===== config.mk =====
export PLATFORM = sky130hd
export DESIGN_NAME = pxclk_phase_ctrl
export DESIGN_NICKNAME = d
export VERILOG_FILES = /design/src/rtl/pxc_pkg.sv /design/src/rtl/pxc_phase_gen.sv /design/src/rtl/pxc_sync_out.sv /design/src/rtl/pxc_pixel_latch.sv /design/src/rtl/pxc_reset_ctl.sv /design/src/rtl/pxclk_phase_ctrl.sv
export SDC_FILE = /design/constraint.sdc
export NUM_CORES = 1
export LEC_CHECK = 0
export BUFFER_PORTS_ARGS = -buffer_cell sky130_fd_sc_hd__buf_4
export CORE_MARGIN = 10
export CORE_UTILIZATION = 30
export DETAILED_ROUTE_END_ITERATION = 8
export PLACE_DENSITY = 0.62
export SLEW_MARGIN = 20
export SYNTH_ARGS = -nofsm -noshare
export SYNTH_HDL_FRONTEND = slang
export SYNTH_SLANG_ARGS = --single-unit

===== constraint.sdc =====
create_clock -name clk -period 1.3 [get_ports clk]
set_input_delay 0.13 -clock clk [delete_from_list [all_inputs] [get_ports clk]]
set_output_delay 0.13 -clock clk [all_outputs]
set_load 0.005 [all_outputs]

===== src/rtl/pxc_pkg.sv =====
// Shared types for the pixel clock phase controller.
// Assumes: mode encoding is fixed by the top-level mode_sel pin.
package pxc_pkg;
    typedef enum logic [1:0] {
        MODE_MASTER  = 2'b00,
        MODE_SLAVE   = 2'b01,
        MODE_GENLOCK = 2'b10,
        MODE_ALT     = 2'b11
    } pxc_mode_e;

    localparam int PXC_LANES  = 3;
    localparam int PXC_LANE_W = 8;
    localparam int PXC_PIX_W  = PXC_LANES * PXC_LANE_W;
endpackage


===== src/rtl/pxc_phase_gen.sv =====
// Edge counter and divide-by-two pixel enable generator.
// The enable starts high while in reset, so the first edge after release
// is pixel-enabled. In slave/genlock mode a sync falling edge detected on
// edge E forces the enable high for the edge after E+1.
// Assumes: sync inputs are already synchronous to clk.
module pxc_phase_gen
    import pxc_pkg::*;
#(
    parameter int CNT_W = 16
) (
    input  logic             clk,
    input  logic             rst_n,
    input  pxc_mode_e        mode,
    input  logic             slv_sync_n,
    input  logic             gen_sync_n,
    output logic             pix_en,
    output logic [CNT_W-1:0] edge_cnt
);
    logic lock_mode;
    logic sync_sel;
    logic sync_q;
    logic fall_d;

    // Pick the sync that steers the phase in the current mode.
    always_comb begin
        lock_mode = 1'b0;
        sync_sel  = 1'b1;
        case (mode)
            MODE_SLAVE: begin
                lock_mode = 1'b1;
                sync_sel  = slv_sync_n;
            end
            MODE_GENLOCK: begin
                lock_mode = 1'b1;
                sync_sel  = gen_sync_n;
            end
            default: begin
                lock_mode = 1'b0;
                sync_sel  = 1'b1;
            end
        endcase
    end

    // Count master clock edges since reset release.
    always_ff @(posedge clk) begin
        if (!rst_n) edge_cnt <= '0;
        else        edge_cnt <= edge_cnt + 1'b1;
    end

    // Track the selected sync and flag a falling edge.
    always_ff @(posedge clk) begin
        if (!rst_n) begin
            sync_q <= 1'b1;
            fall_d <= 1'b0;
        end else begin
            sync_q <= sync_sel;
            fall_d <= lock_mode & sync_q & ~sync_sel;
        end
    end

    // Toggle the pixel enable, or force it high to realign.
    always_ff @(posedge clk) begin
        if (!rst_n)      pix_en <= 1'b1;
        else if (fall_d) pix_en <= 1'b1;
        else             pix_en <= ~pix_en;
    end
endmodule


===== src/rtl/pxc_sync_out.sv =====
// Master-mode line sync: a one-cycle pulse on the first pixel-enabled edge
// after reset and then every LINE_PIX pixel-enabled edges.
// Assumes: pix_en comes from pxc_phase_gen.
module pxc_sync_out #(
    parameter int LINE_PIX = 858
) (
    input  logic clk,
    input  logic rst_n,
    input  logic is_master,
    input  logic pix_en,
    output logic line_sync
);
    localparam int PX_W = (LINE_PIX > 1) ? $clog2(LINE_PIX) : 1;
    localparam logic [PX_W-1:0] PX_LAST = PX_W'(LINE_PIX - 1);

    logic [PX_W-1:0] px_cnt;
    logic            px_step;

    assign px_step = is_master & pix_en;

    // Pixel position within the line, master mode only.
    always_ff @(posedge clk) begin
        if (!rst_n)       px_cnt <= '0;
        else if (px_step) px_cnt <= (px_cnt == PX_LAST) ? '0 : px_cnt + 1'b1;
    end

    // Emit the pulse at pixel 0 of each line.
    always_ff @(posedge clk) begin
        if (!rst_n) line_sync <= 1'b0;
        else        line_sync <= px_step && (px_cnt == '0);
    end
endmodule


===== src/rtl/pxc_pixel_latch.sv =====
// Pixel input stage: byte lanes captured on a rising load strobe, then
// moved into the path register on a pixel-enabled edge.
// Assumes: pix_ld is synchronous to clk and held for at least one edge.
module pxc_pixel_latch
    import pxc_pkg::*;
#(
    parameter int LANES  = PXC_LANES,
    parameter int LANE_W = PXC_LANE_W
) (
    input  logic                    clk,
    input  logic                    rst_n,
    input  logic                    pix_en,
    input  logic                    pix_ld,
    input  logic [LANES*LANE_W-1:0] pix_in,
    output logic [LANES*LANE_W-1:0] pix_out
);
    localparam int BUS_W = LANES * LANE_W;

    logic             ld_q;
    logic             ld_rise;
    logic [BUS_W-1:0] cap_bus;

    assign ld_rise = pix_ld & ~ld_q;

    // Remember the strobe level for edge detection.
    always_ff @(posedge clk) begin
        if (!rst_n) ld_q <= 1'b0;
        else        ld_q <= pix_ld;
    end

    for (genvar ln = 0; ln < LANES; ln++) begin : g_lane
        logic [LANE_W-1:0] cap_b;

        // Capture one byte lane on a strobe rise.
        always_ff @(posedge clk) begin
            if (!rst_n)       cap_b <= '0;
            else if (ld_rise) cap_b <= pix_in[ln*LANE_W +: LANE_W];
        end

        assign cap_bus[ln*LANE_W +: LANE_W] = cap_b;
    end

    // Move the held pixel into the path on a pixel edge.
    always_ff @(posedge clk) begin
        if (!rst_n)      pix_out <= '0;
        else if (pix_en) pix_out <= cap_bus;
    end
endmodule


===== src/rtl/pxc_reset_ctl.sv =====
// Reset side effects: frame position to field 1 line 1, soft-reset bit
// cleared, power-down held according to the hardware option input.
// The other control bits carry no reset and survive it.
// Assumes: writes arrive synchronous to clk.
module pxc_reset_ctl #(
    parameter int CTL_W    = 8,
    parameter int SRST_BIT = 4,
    parameter int FLD_W    = 2,
    parameter int LINE_W   = 10
) (
    input  logic              clk,
    input  logic              rst_n,
    input  logic              hres_opt,
    input  logic              ctl_we,
    input  logic [CTL_W-1:0]  ctl_wdata,
    output logic [CTL_W-1:0]  ctl_q,
    output logic              pwr_down,
    output logic [FLD_W-1:0]  field_num,
    output logic [LINE_W-1:0] line_num
);
    // Control byte: writes only out of reset, reset touches one bit.
    always_ff @(posedge clk) begin
        if (!rst_n)      ctl_q[SRST_BIT] <= 1'b0;
        else if (ctl_we) ctl_q <= ctl_wdata;
    end

    // Power-down is held during reset when the option input is low.
    always_ff @(posedge clk) begin
        if (!rst_n) pwr_down <= ~hres_opt;
        else        pwr_down <= 1'b0;
    end

    // Frame position returns to the first line of field 1.
    always_ff @(posedge clk) begin
        if (!rst_n) begin
            field_num <= FLD_W'(1);
            line_num  <= LINE_W'(1);
        end
    end
endmodule


===== src/rtl/pxclk_phase_ctrl.sv =====
// Top: pixel clock phase and reset controller.
// Wires the phase generator, master line sync, pixel input stage and reset
// side effects together. Assumes all inputs are synchronous to clk.
module pxclk_phase_ctrl
    import pxc_pkg::*;
#(
    parameter int CNT_W    = 16,
    parameter int LINE_PIX = 858,
    parameter int FLD_W    = 2,
    parameter int LINE_W   = 10
) (
    input  logic              clk,
    input  logic              rst_n,
    input  logic [1:0]        mode_sel,
    input  logic              slv_sync_n,
    input  logic              gen_sync_n,
    input  logic              hres_opt,
    input  logic              ctl_we,
    input  logic [7:0]        ctl_wdata,
    input  logic              pix_ld,
    input  logic [23:0]       pix_in,
    output logic              pix_en,
    output logic [CNT_W-1:0]  edge_cnt,
    output logic              line_sync,
    output logic [23:0]       pix_out,
    output logic [7:0]        ctl_q,
    output logic              pwr_down,
    output logic [FLD_W-1:0]  field_num,
    output logic [LINE_W-1:0] line_num
);
    pxc_mode_e mode_e;
    logic      is_master;

    assign mode_e    = pxc_mode_e'(mode_sel);
    assign is_master = (mode_e == MODE_MASTER) || (mode_e == MODE_ALT);

    pxc_phase_gen #(.CNT_W(CNT_W)) u_phase (
        .clk        (clk),
        .rst_n      (rst_n),
        .mode       (mode_e),
        .slv_sync_n (slv_sync_n),
        .gen_sync_n (gen_sync_n),
        .pix_en     (pix_en),
        .edge_cnt   (edge_cnt)
    );

    pxc_sync_out #(.LINE_PIX(LINE_PIX)) u_sync (
        .clk       (clk),
        .rst_n     (rst_n),
        .is_master (is_master),
        .pix_en    (pix_en),
        .line_sync (line_sync)
    );

    pxc_pixel_latch #(.LANES(PXC_LANES), .LANE_W(PXC_LANE_W)) u_pix (
        .clk     (clk),
        .rst_n   (rst_n),
        .pix_en  (pix_en),
        .pix_ld  (pix_ld),
        .pix_in  (pix_in),
        .pix_out (pix_out)
    );

    pxc_reset_ctl #(.CTL_W(8), .SRST_BIT(4), .FLD_W(FLD_W), .LINE_W(LINE_W)) u_rst (
        .clk       (clk),
        .rst_n     (rst_n),
        .hres_opt  (hres_opt),
        .ctl_we    (ctl_we),
        .ctl_wdata (ctl_wdata),
        .ctl_q     (ctl_q),
        .pwr_down  (pwr_down),
        .field_num (field_num),
        .line_num  (line_num)
    );
endmodule


==> flow_metrics.tcl, run 1 <==
set metrics [dict create \
    status "finished with violations" \
    failed_checks "setup timing" \
    drive_above_1_share_pct 35.6 \
    synthArstFlopShare_pct 0 \
    ys_warn_count 0 \
    pre_cts_ws_ns -0.0903 \
    ys_seq_area_share_pct 51.7 \
    final_nets 530 \
    crit_path_max_incr_delay_ns 0.42 \
    cts_inserted_buffers 9 \
    synthFlopType "dfxtp_1" \
    cts_root_buf "clkbuf_16" \
    dpl_cell_area_mm2 0.00461 \
    report.final.slew_viol_count 0 \
    synth_top_area_share_pct 45.8 \
    skew_ns 0.00397 \
    yosysMostFrequentCell "dfxtp_1" \
    post-route-util_pct 44.5 \
    worstPathMaxFanout 5 \
    grt_pass1_vias 2887 \
    synth_cell_type_count 31 \
    area_growth_syn_to_layout_pct 44.3 \
    grt_antenna_before_repair 0 \
    netlist_area_mm2 0.00354 \
    dieArea_mm2 0.0165 \
    synth-edff-count 7 \
    drv_cap 0 \
    rows 39 \
    drtIter0Drc 105 \
    period_share_pct 105 \
    io_pins 104 \
    power_density_mw_per_mm2 1170 \
    yosysTopAreaCell "dfxtp_1" \
    die_w_um 129 \
    setup_viol 11 \
    avgSynthCellArea_um2 9.83 \
    cp-end-kind "register" \
    routed_wl_um 8850 \
    track_usage_pct 10.7 \
    insertion_delay_ns 0.34 \
    dr.pass1.iters 4 \
    fin_crit_ns 1.37 \
    cp_cell_sequence "or3_4 -> or4_4 -> nor4_2" \
    dp.cells 603 \
    cp-startpoint "u_sync.px_cnt[5]" \
    core_mm2 0.0115 \
    netlist_instances 360 \
    hold_viol_final 0 \
    fin_ws_ns -0.0650 \
    ir_drop_mv 0.651 \
    ys_ff_latch 88 \
    cp.required_ns 1.55 \
    synth_common_cells "dfxtp_1, nand2_1, a21boi_0, nor2b_1, mux2i_1" \
    holdPathStages 2 \
    htreeDepth 3 \
    worstPathArrival_ns 1.62 \
    cp-start-kind "register" \
    drc 0 \
    reg2reg_from "u_sync.px_cnt[5]" \
    grt_pass1_wl_um 14200 \
    hold_class "in -> reg" \
    final_area_mm2 0.00511 \
    power.total_mw 5.95 \
    die_h_um 129 \
    wl_per_cell_um 14.1 \
    clk_path_buf_depth 2 \
    vias_per_cell 4.50 \
    cts.sinks 88 \
    worstHoldEndpoint "u_pix.ld_q" \
    globalplace.congestion 0.779 \
    vias 2833 \
    rsz0062_at_grt "true" \
    grt_max_degree 68 \
    clk_pin_slew_ns 0.06 \
    cts_tree "built" \
    criticalPathCategory "reg -> reg" \
    worstReg2RegEnd "u_sync.line_sync" \
    hold_start "pix_ld" \
    cp_slowest_cell "or4_4" \
    gr-total-overflow 0 \
    portBuffers 91 \
    p_leak_nw 2.31 \
    max_freq_mhz 733 \
    diodes 0 \
    r2r.worst_path.cells 3 \
    synthTopCellsByArea "dfxtp_1, mux2i_1, edfxtp_1, nand2_1, a21boi_0" \
    r2r_slack_ns -0.07 \
    fin_cells 629 \
    antenna_left 0 \
    start_util_pct 30.9 \
    place_hpwl_um 6240 \
]
==> cells by family (layout without fill, tap and decap cells) <==
family                     Yosys count  in the layout  synth area share, %
and+or+nand+nor                    146            147                 21.1
buffers and inverters               38            153                 5.41
muxes                               25             25                 7.07
adders and majority gates            6              6                 2.12
DFF                                 88             88                 51.7
xor gates and xnor gates            18             18                 4.45
other                                2             12                0.212
AOI/OAI and AO/OA                   37             37                 7.85
==> what timing repair did <==
action / CTS / global route
gates cloned: 1 / 0
hold buffers: 8 / 0
hold endpoints to repair: 8 / 0
setup buffers: 1 / 2
gates resized for setup: 7 / 24
endpoints found under the setup margin: 14 / 19
pin swaps: 2 / 3
==> worst max-delay path, delay by kind of cell, from the launching register on <==
kind	cells	cell delay, ns
AND/OR/NAND/NOR	3	0.94
flip-flops	1	0.34
==> how the worst max path moves through the flow <==
stage	end	slack [ns]	cells past startpoint
finish	u_sync.line_sync	-0.07	3
global route	u_sync.line_sync	-0.11	3
CTS	u_sync.line_sync	-0.10	3
detailed placement	u_sync.line_sync	-0.09	3
global placement	u_sync.px_cnt[4]	-0.06	7
floorplan	u_sync.line_sync	-0.02	3
==> cell usage in the layout (no fill, tap or decap), types with 2 or more instances in the layout <==
cell / Yosys / final
dfxtp_1: 81 / 63
o21ai_0: 5 / 5
ha_1: 6 / 3
dfxtp_4: 0 / 6
nand2_1: 56 / 55
ha_4: 0 / 3
and2_1: 14 / 14
nand3b_1: 2 / 2
mux2i_1: 25 / 25
buf_4: 12 / 116
xor2_1: 9 / 9
clkbuf_16: 0 / 10
dfxtp_2: 0 / 12
inv_1: 9 / 8
buf_12: 0 / 3
nor3_1: 8 / 7
nand4_1: 5 / 5
or3_1: 5 / 5
dlygate4sd3_1: 0 / 8
clkinv_2: 0 / 2
nor2_1: 9 / 9
nand3_1: 9 / 8
nor4_4: 0 / 4
a21boi_0: 27 / 27
a21oi_1: 3 / 2
edfxtp_1: 7 / 7
nor2b_1: 27 / 26
xnor2_1: 9 / 9
buf_6: 0 / 2
conb_1: 2 / 12
==> sequential cells by signal (all words and copies together) (netlist names) <==
name and cells:
u_pix.pix_out 24, u_rst.ctl_q 8, u_pix.ld_q 1, u_sync.line_sync 1, u_phase.pix_en 1, u_phase.fall_d 1, u_pix.g_lane.cap_b 24, u_phase.sync_q 1
u_rst.pwr_down 1, u_phase.edge_cnt 16, u_sync.px_cnt 10
==> layout make-up <==
| cell class | instances | area (um2) |
|---|---|---|
| fill | 1119 | 6360 |
| clock buffer | 11 | 254 |
| tap | 143 | 179 |
| inverter | 9 | 33.8 |
| clock inverter | 3 | 17.5 |
| sequential | 88 | 1870 |
| multi-input combinational | 245 | 1710 |
| timing repair buffer | 130 | 1040 |
==> through the flow <==
step           hold WS [ns]  setup TNS, ns
2_1_floorplan         0.197        -0.0416
3_3_place_gp          0.284         -0.522
3_5_place_dp          0.287         -0.760
4_1_cts             0.00654         -0.576
5_1_grt              0.0113          -1.12
6_report             0.0208         -0.356
==> where the power goes <==
part | total (mW) | switching [mW] | internal (mW)
combinational | 0.659 | 0.286 | 0.373
clock | 2.38 | 0.996 | 1.38
sequential | 2.92 | 0.0685 | 2.85
==> layer usage <==
layer / global-route usage [%] / wire [um] / vias to the layer above
met5: 0 / 0 / -
met2: 17.9 / 4290 / 63
met3: 4.72 / 672 / 12
met1: 11.3 / 3680 / 1336
li1: - / - / 1422
met4: 5.04 / 201 / 0
Power figures use the tool's default switching activity.
==> run 2, diff against run 1 <==
--- a/config.mk
+++ b/config.mk
@@ -9,7 +9,7 @@
 export CORE_MARGIN = 10
 export CORE_UTILIZATION = 30
 export DETAILED_ROUTE_END_ITERATION = 8
-export PLACE_DENSITY = 0.62
+export PLACE_DENSITY = 0.52
 export SLEW_MARGIN = 20
 export SYNTH_ARGS = -nofsm -noshare
 export SYNTH_HDL_FRONTEND = slang
==> run 2 against run 1 <==
The run still ends with setup timing left. Utilization increased by 0.25 points. Register-to-register slack got worse by 0.05 ns. Wire length increased by 2.2%. Non-clock buffer count up 1. Fmax down 3.4%. Combinational power is 3% higher. Count of clock-buffer cells in the layout decreased by 1. Via count increased by 0.18%. Sequential cell count stayed put. First-iteration DRC count down 18%. Global-route usage rose by 0.26 points. Critical path depth is the same. Largest cell class unchanged.
==> flow_metrics.tcl, run 2 (synthesized netlist as in run 1, its figures left out) <==
set metrics [dict create \
    vias_per_cell 4.50 \
    failed_checks "setup timing" \
    status "finished with violations" \
    fin_tns_setup_ns -0.505 \
    fin_ws_ns -0.113 \
    final_common_cell "buf_4" \
    final_nets 531 \
    drive_above_1_share_pct 36.3 \
    cts_inserted_buffers 9 \
    cts_root_buf "clkbuf_16" \
    clk_pin_slew_ns 0.06 \
    antenna_left 0 \
    hold_class "in -> reg" \
    reg_top3 "u_pix.g_lane.cap_b (24), u_pix.pix_out (24), u_phase.edge_cnt (16)" \
    ir_drop_mv 0.826 \
    cp_cell_sequence "or3_4 -> or4_4 -> nor4_1" \
    track_usage_pct 10.9 \
    drc 0 \
    max_freq_mhz 707 \
    cp_slowest_cell "or4_4" \
    dr.pass1.iters 4 \
    hold_viol_final 0 \
    grt_antenna_before_repair 0 \
    skew_ns 0.00505 \
    cts_tree "built" \
    period_share_pct 109 \
    cp-start-kind "register" \
    cts.sinks 88 \
    cp-end-kind "register" \
    grt_pass1_vias 3001 \
    post-route-util_pct 44.8 \
    criticalPathCategory "reg -> reg" \
    diodes 0 \
    globalplace.congestion 0.746 \
    crit_path_max_incr_delay_ns 0.41 \
    portBuffers 91 \
    io_pins 104 \
    worstPathMaxFanout 2 \
    drv_cap 0 \
    rows 39 \
    rsz0062_at_grt "true" \
    fin_crit_ns 1.41 \
    start_util_pct 30.9 \
    wl_per_cell_um 14.3 \
    drtIter0Drc 86 \
    insertion_delay_ns 0.34 \
    fillers 1122 \
    final_cell_mix "buf_4, dfxtp_1, nand2_1, a21boi_0, nor2b_1" \
    clk_path_buf_depth 2 \
    area_growth_syn_to_layout_pct 45.1 \
    cp.required_ns 1.54 \
    dieArea_mm2 0.0165 \
    power_density_mw_per_mm2 1160 \
    grt_max_degree 52 \
    die_h_um 129 \
    setup_viol 11 \
    grt_pass1_wl_um 14500 \
    pre_cts_ws_ns -0.0982 \
    vias 2838 \
    register_area_mm2 0.00186 \
    p_leak_nw 2.32 \
    report.final.slew_viol_count 0 \
    place_hpwl_um 6240 \
    timing.hold.ws_ns 0.0207 \
    multiInputGateArea_mm2 0.00174 \
    core_mm2 0.0115 \
    die_w_um 129 \
    worstPathArrival_ns 1.65 \
    gr-total-overflow 0 \
    htreeDepth 3 \
    routed_wl_um 9040 \
]
[run 2: cell types whose count changed in the layout (fill, tap and decap cells not counted), moves of 2 or more]
cell	change
a21oi_1	-2
clkinv_4	+2
nor2_2	+2
a21oi_2	+2
nor2_1	-2
dfxtp_1	+4
dfxtp_4	-3
[run 2: worst max-delay path, delay by kind of cell (launching register included)]
family,cells,cell delay (ns)
AND/OR/NAND/NOR,3,1.00
flip-flops,1,0.32
[run 2: layout make-up]
cell class | count | area share, %
multi-input combinational | 245 | 34.0
clock buffer | 10 | 4.46
clock inverter | 5 | 0.658
inverter | 9 | 0.658
timing repair buffer | 131 | 20.6
tap | 143 | 3.48
sequential | 88 | 36.2
[run 2: through the flow]
stage	cell area [um2]	instances	power [mW]
finish	5130	631	5.94
global route	5130	631	6.23
CTS	5030	628	6.05
detailed placement	4620	603	3.63
global placement	4620	603	3.62
floorplan	3660	370	3.30
[run 2: where the power goes]
group	total, mW	internal [mW]	switching, mW
clock network	2.34	1.28	1.05
logic	0.677	0.384	0.294
registers	2.92	2.85	0.0705
total	5.94	4.52	1.42
[run 2: final timing paths]
kind	slack, ns	to	depth (start not counted)	start
worst max-delay path	-0.11	u_sync.line_sync	3	u_sync.px_cnt[2]
worst min-delay path	0.02	u_pix.ld_q	2	pix_ld
worst max register to register	-0.11	u_sync.line_sync	3	u_sync.px_cnt[2]
worst min register to register	0.41	u_phase.fall_d	2	u_phase.sync_q
[run 2: repair_timing]
| action | in CTS | in global routing |
|---|---|---|
| setup endpoints to repair | 15 | 22 |
| endpoints found under the hold margin | 8 | 0 |
| hold buffers | 8 | 0 |
| resized for setup | 10 | 21 |
| gates cloned | 1 | 1 |
| pin swaps | 4 | 5 |
| setup buffers | 1 | 2 |
[run 2: per-layer routing]
metal	vias up	part of all wire (%)	global-route usage (%)
met2	60	51	18.6
met3	10	7.7	6.08
li1	1421	-	-
met4	0	1.2	3.73
met1	1347	40	11.1
met5	-	0	0
==> run 3, diff against run 2 <==
--- a/config.mk
+++ b/config.mk
@@ -8,8 +8,9 @@
 export BUFFER_PORTS_ARGS = -buffer_cell sky130_fd_sc_hd__buf_4
 export CORE_MARGIN = 10
 export CORE_UTILIZATION = 30
+export CTS_CLUSTER_DIAMETER = 200
 export DETAILED_ROUTE_END_ITERATION = 8
-export PLACE_DENSITY = 0.52
+export PLACE_DENSITY = 0.58
 export SLEW_MARGIN = 20
 export SYNTH_ARGS = -nofsm -noshare
 export SYNTH_HDL_FRONTEND = slang
==> run 3 against run 2 <==
The run still ends with setup timing left. Global-route usage shrank 0.32 points. Critical path depth is the same. Sequential power is essentially flat. Count of clock-buffer cells in the layout grew 4. Final area shrank 0.15%. Setup slack gained 0.061 ns. Sequential cell count is the same. Wire length shrank 3.6%. Die area is the same. Via count shrank 1.8%. Power grew 5.3%. Critical endpoint unchanged. Largest cell class unchanged.
==> flow_metrics.tcl, run 3 (synthesized netlist as in run 1, its figures left out) <==
set metrics [dict create \
    antenna_left 0 \
    rows 39 \
    cts_tree "built" \
    cp-start-kind "register" \
    die_w_um 129 \
    cp.required_ns 1.55 \
    vias 2786 \
    cp-end-kind "register" \
    start_util_pct 30.9 \
    worstHoldEndpoint "u_pix.ld_q" \
    max_freq_mhz 740 \
    rsz0062_at_grt "true" \
    io_pins 104 \
    gr-total-overflow 0 \
    holdPathStages 2 \
    core_mm2 0.0115 \
    dr.pass1.iters 4 \
    grt_max_degree 38 \
    diodes 0 \
    report.final.slew_viol_count 0 \
    drv_cap 0 \
    portBuffers 91 \
    die_h_um 129 \
    worstPathMaxFanout 2 \
    failed_checks "setup timing" \
    post-route-util_pct 44.7 \
    area_growth_syn_to_layout_pct 44.9 \
    clk_pin_slew_ns 0.06 \
    globalplace.congestion 0.726 \
    reg2reg_from "u_sync.px_cnt[2]" \
    vias_per_cell 4.42 \
    fin_crit_ns 1.35 \
    cts_root_buf "clkbuf_16" \
    power.total_mw 6.26 \
    r2r_slack_ns -0.05 \
    criticalPathCategory "reg -> reg" \
    cts_inserted_buffers 9 \
    cp.buffers_inverters 0 \
    wl_per_cell_um 13.8 \
    setup_viol 11 \
    drtIter0Drc 90 \
    status "finished with violations" \
    worstReg2RegEnd "u_sync.line_sync" \
    final_common_cell "buf_4" \
    drive_above_1_share_pct 35.5 \
    fin_ws_ns -0.0521 \
    grt_antenna_before_repair 0 \
    period_share_pct 104 \
    final_nets 530 \
    insertion_delay_ns 0.34 \
    routed_wl_um 8720 \
    grt_pass1_wl_um 14100 \
    reg_top3 "u_pix.g_lane.cap_b (24), u_pix.pix_out (24), u_phase.edge_cnt (16)" \
    htreeDepth 3 \
    worstPathArrival_ns 1.60 \
    final_cell_mix "buf_4, dfxtp_1, nand2_1, a21boi_0, nor2b_1" \
    p_leak_nw 2.31 \
    grt_pass1_vias 2806 \
    cp_cell_sequence "or3_4 -> or4_1 -> nor4_1" \
    hold_class "in -> reg" \
    dieArea_mm2 0.0165 \
    crit_path_max_incr_delay_ns 0.39 \
    path_delay_family "simple AND/OR/NAND/NOR gates" \
    place_hpwl_um 6220 \
    hold_start "pix_ld" \
    ir_drop_mv 0.731 \
    hold_viol_final 0 \
    cp_slowest_cell "or3_4" \
    cts.sinks 88 \
    drc 0 \
    clk_path_buf_depth 2 \
    fin_tns_setup_ns -0.239 \
    skew_ns 0.00464 \
    power_density_mw_per_mm2 1220 \
    r2r.worst_path.cells 3 \
    track_usage_pct 10.6 \
]
## run 3: cell count changes in the layout (fill, tap and decap cells not counted), sizes merged
cell | before | now
bufinv | 0 | 1
clkbuf | 10 | 14
buf | 123 | 122
clkinv | 4 | 1
inv | 10 | 9
## run 3: worst max path at each step
stage / from / endpoint / slack [ns] / depth (start not counted)
2_1_floorplan: u_sync.px_cnt[2] / u_sync.line_sync / -0.02 / 3
5_1_grt: u_sync.px_cnt[1] / u_sync.px_cnt[5] / -0.08 / 6
4_1_cts: u_sync.px_cnt[2] / u_sync.line_sync / -0.06 / 3
3_3_place_gp: mode_sel[0] / u_sync.px_cnt[7] / -0.05 / 8
3_5_place_dp: mode_sel[0] / u_sync.px_cnt[7] / -0.11 / 8
6_report: u_sync.px_cnt[2] / u_sync.line_sync / -0.05 / 3
## run 3: what timing repair did
action | in CTS | in global routing
cloned | 0 | 1
resized for setup | 7 | 18
buffers inserted | 1 | 1
hold endpoints to repair | 8 | 0
pin swaps | 2 | 4
hold buffers | 8 | 0
setup endpoints to repair | 15 | 21
## run 3: layout make-up
type / count / area, um2
multi-input combinational: 245 / 1710
clock inverter: 2 / 35.0
inverter: 9 / 33.8
timing repair buffer: 130 / 1040
fill: 1089 / 6340
tap: 143 / 179
sequential: 88 / 1860
clock buffer: 14 / 275
## run 3: through the flow
| step | std cells | cell area (um2) | hold slack, ns | worst slack [ns] |
|---|---|---|---|---|
| after floorplan | 370 | 3660 | 0.197 | -0.0218 |
| after global placement | 604 | 4620 | 0.284 | -0.0466 |
| after detailed placement | 604 | 4620 | 0.287 | -0.113 |
| after CTS | 629 | 5050 | 0.00915 | -0.0563 |
| after global routing | 631 | 5130 | 0.00631 | -0.0842 |
| final | 631 | 5130 | 0.0271 | -0.0521 |
## run 3: power by group
group / internal [mW] / switching (mW)
combinational: 0.376 / 0.279
clock: 1.66 / 1.02
sequential: 2.86 / 0.0712
## run 3: layer usage
metal  global-route usage, %  routed length [um]  vias to the layer above
met5                       0                   0                        -
met2                    16.8                4150                       63
met1                    11.8                3720                     1295
li1                        -                   -                     1418
met4                    3.93                 125                        0
met3                    5.75                 729                       10
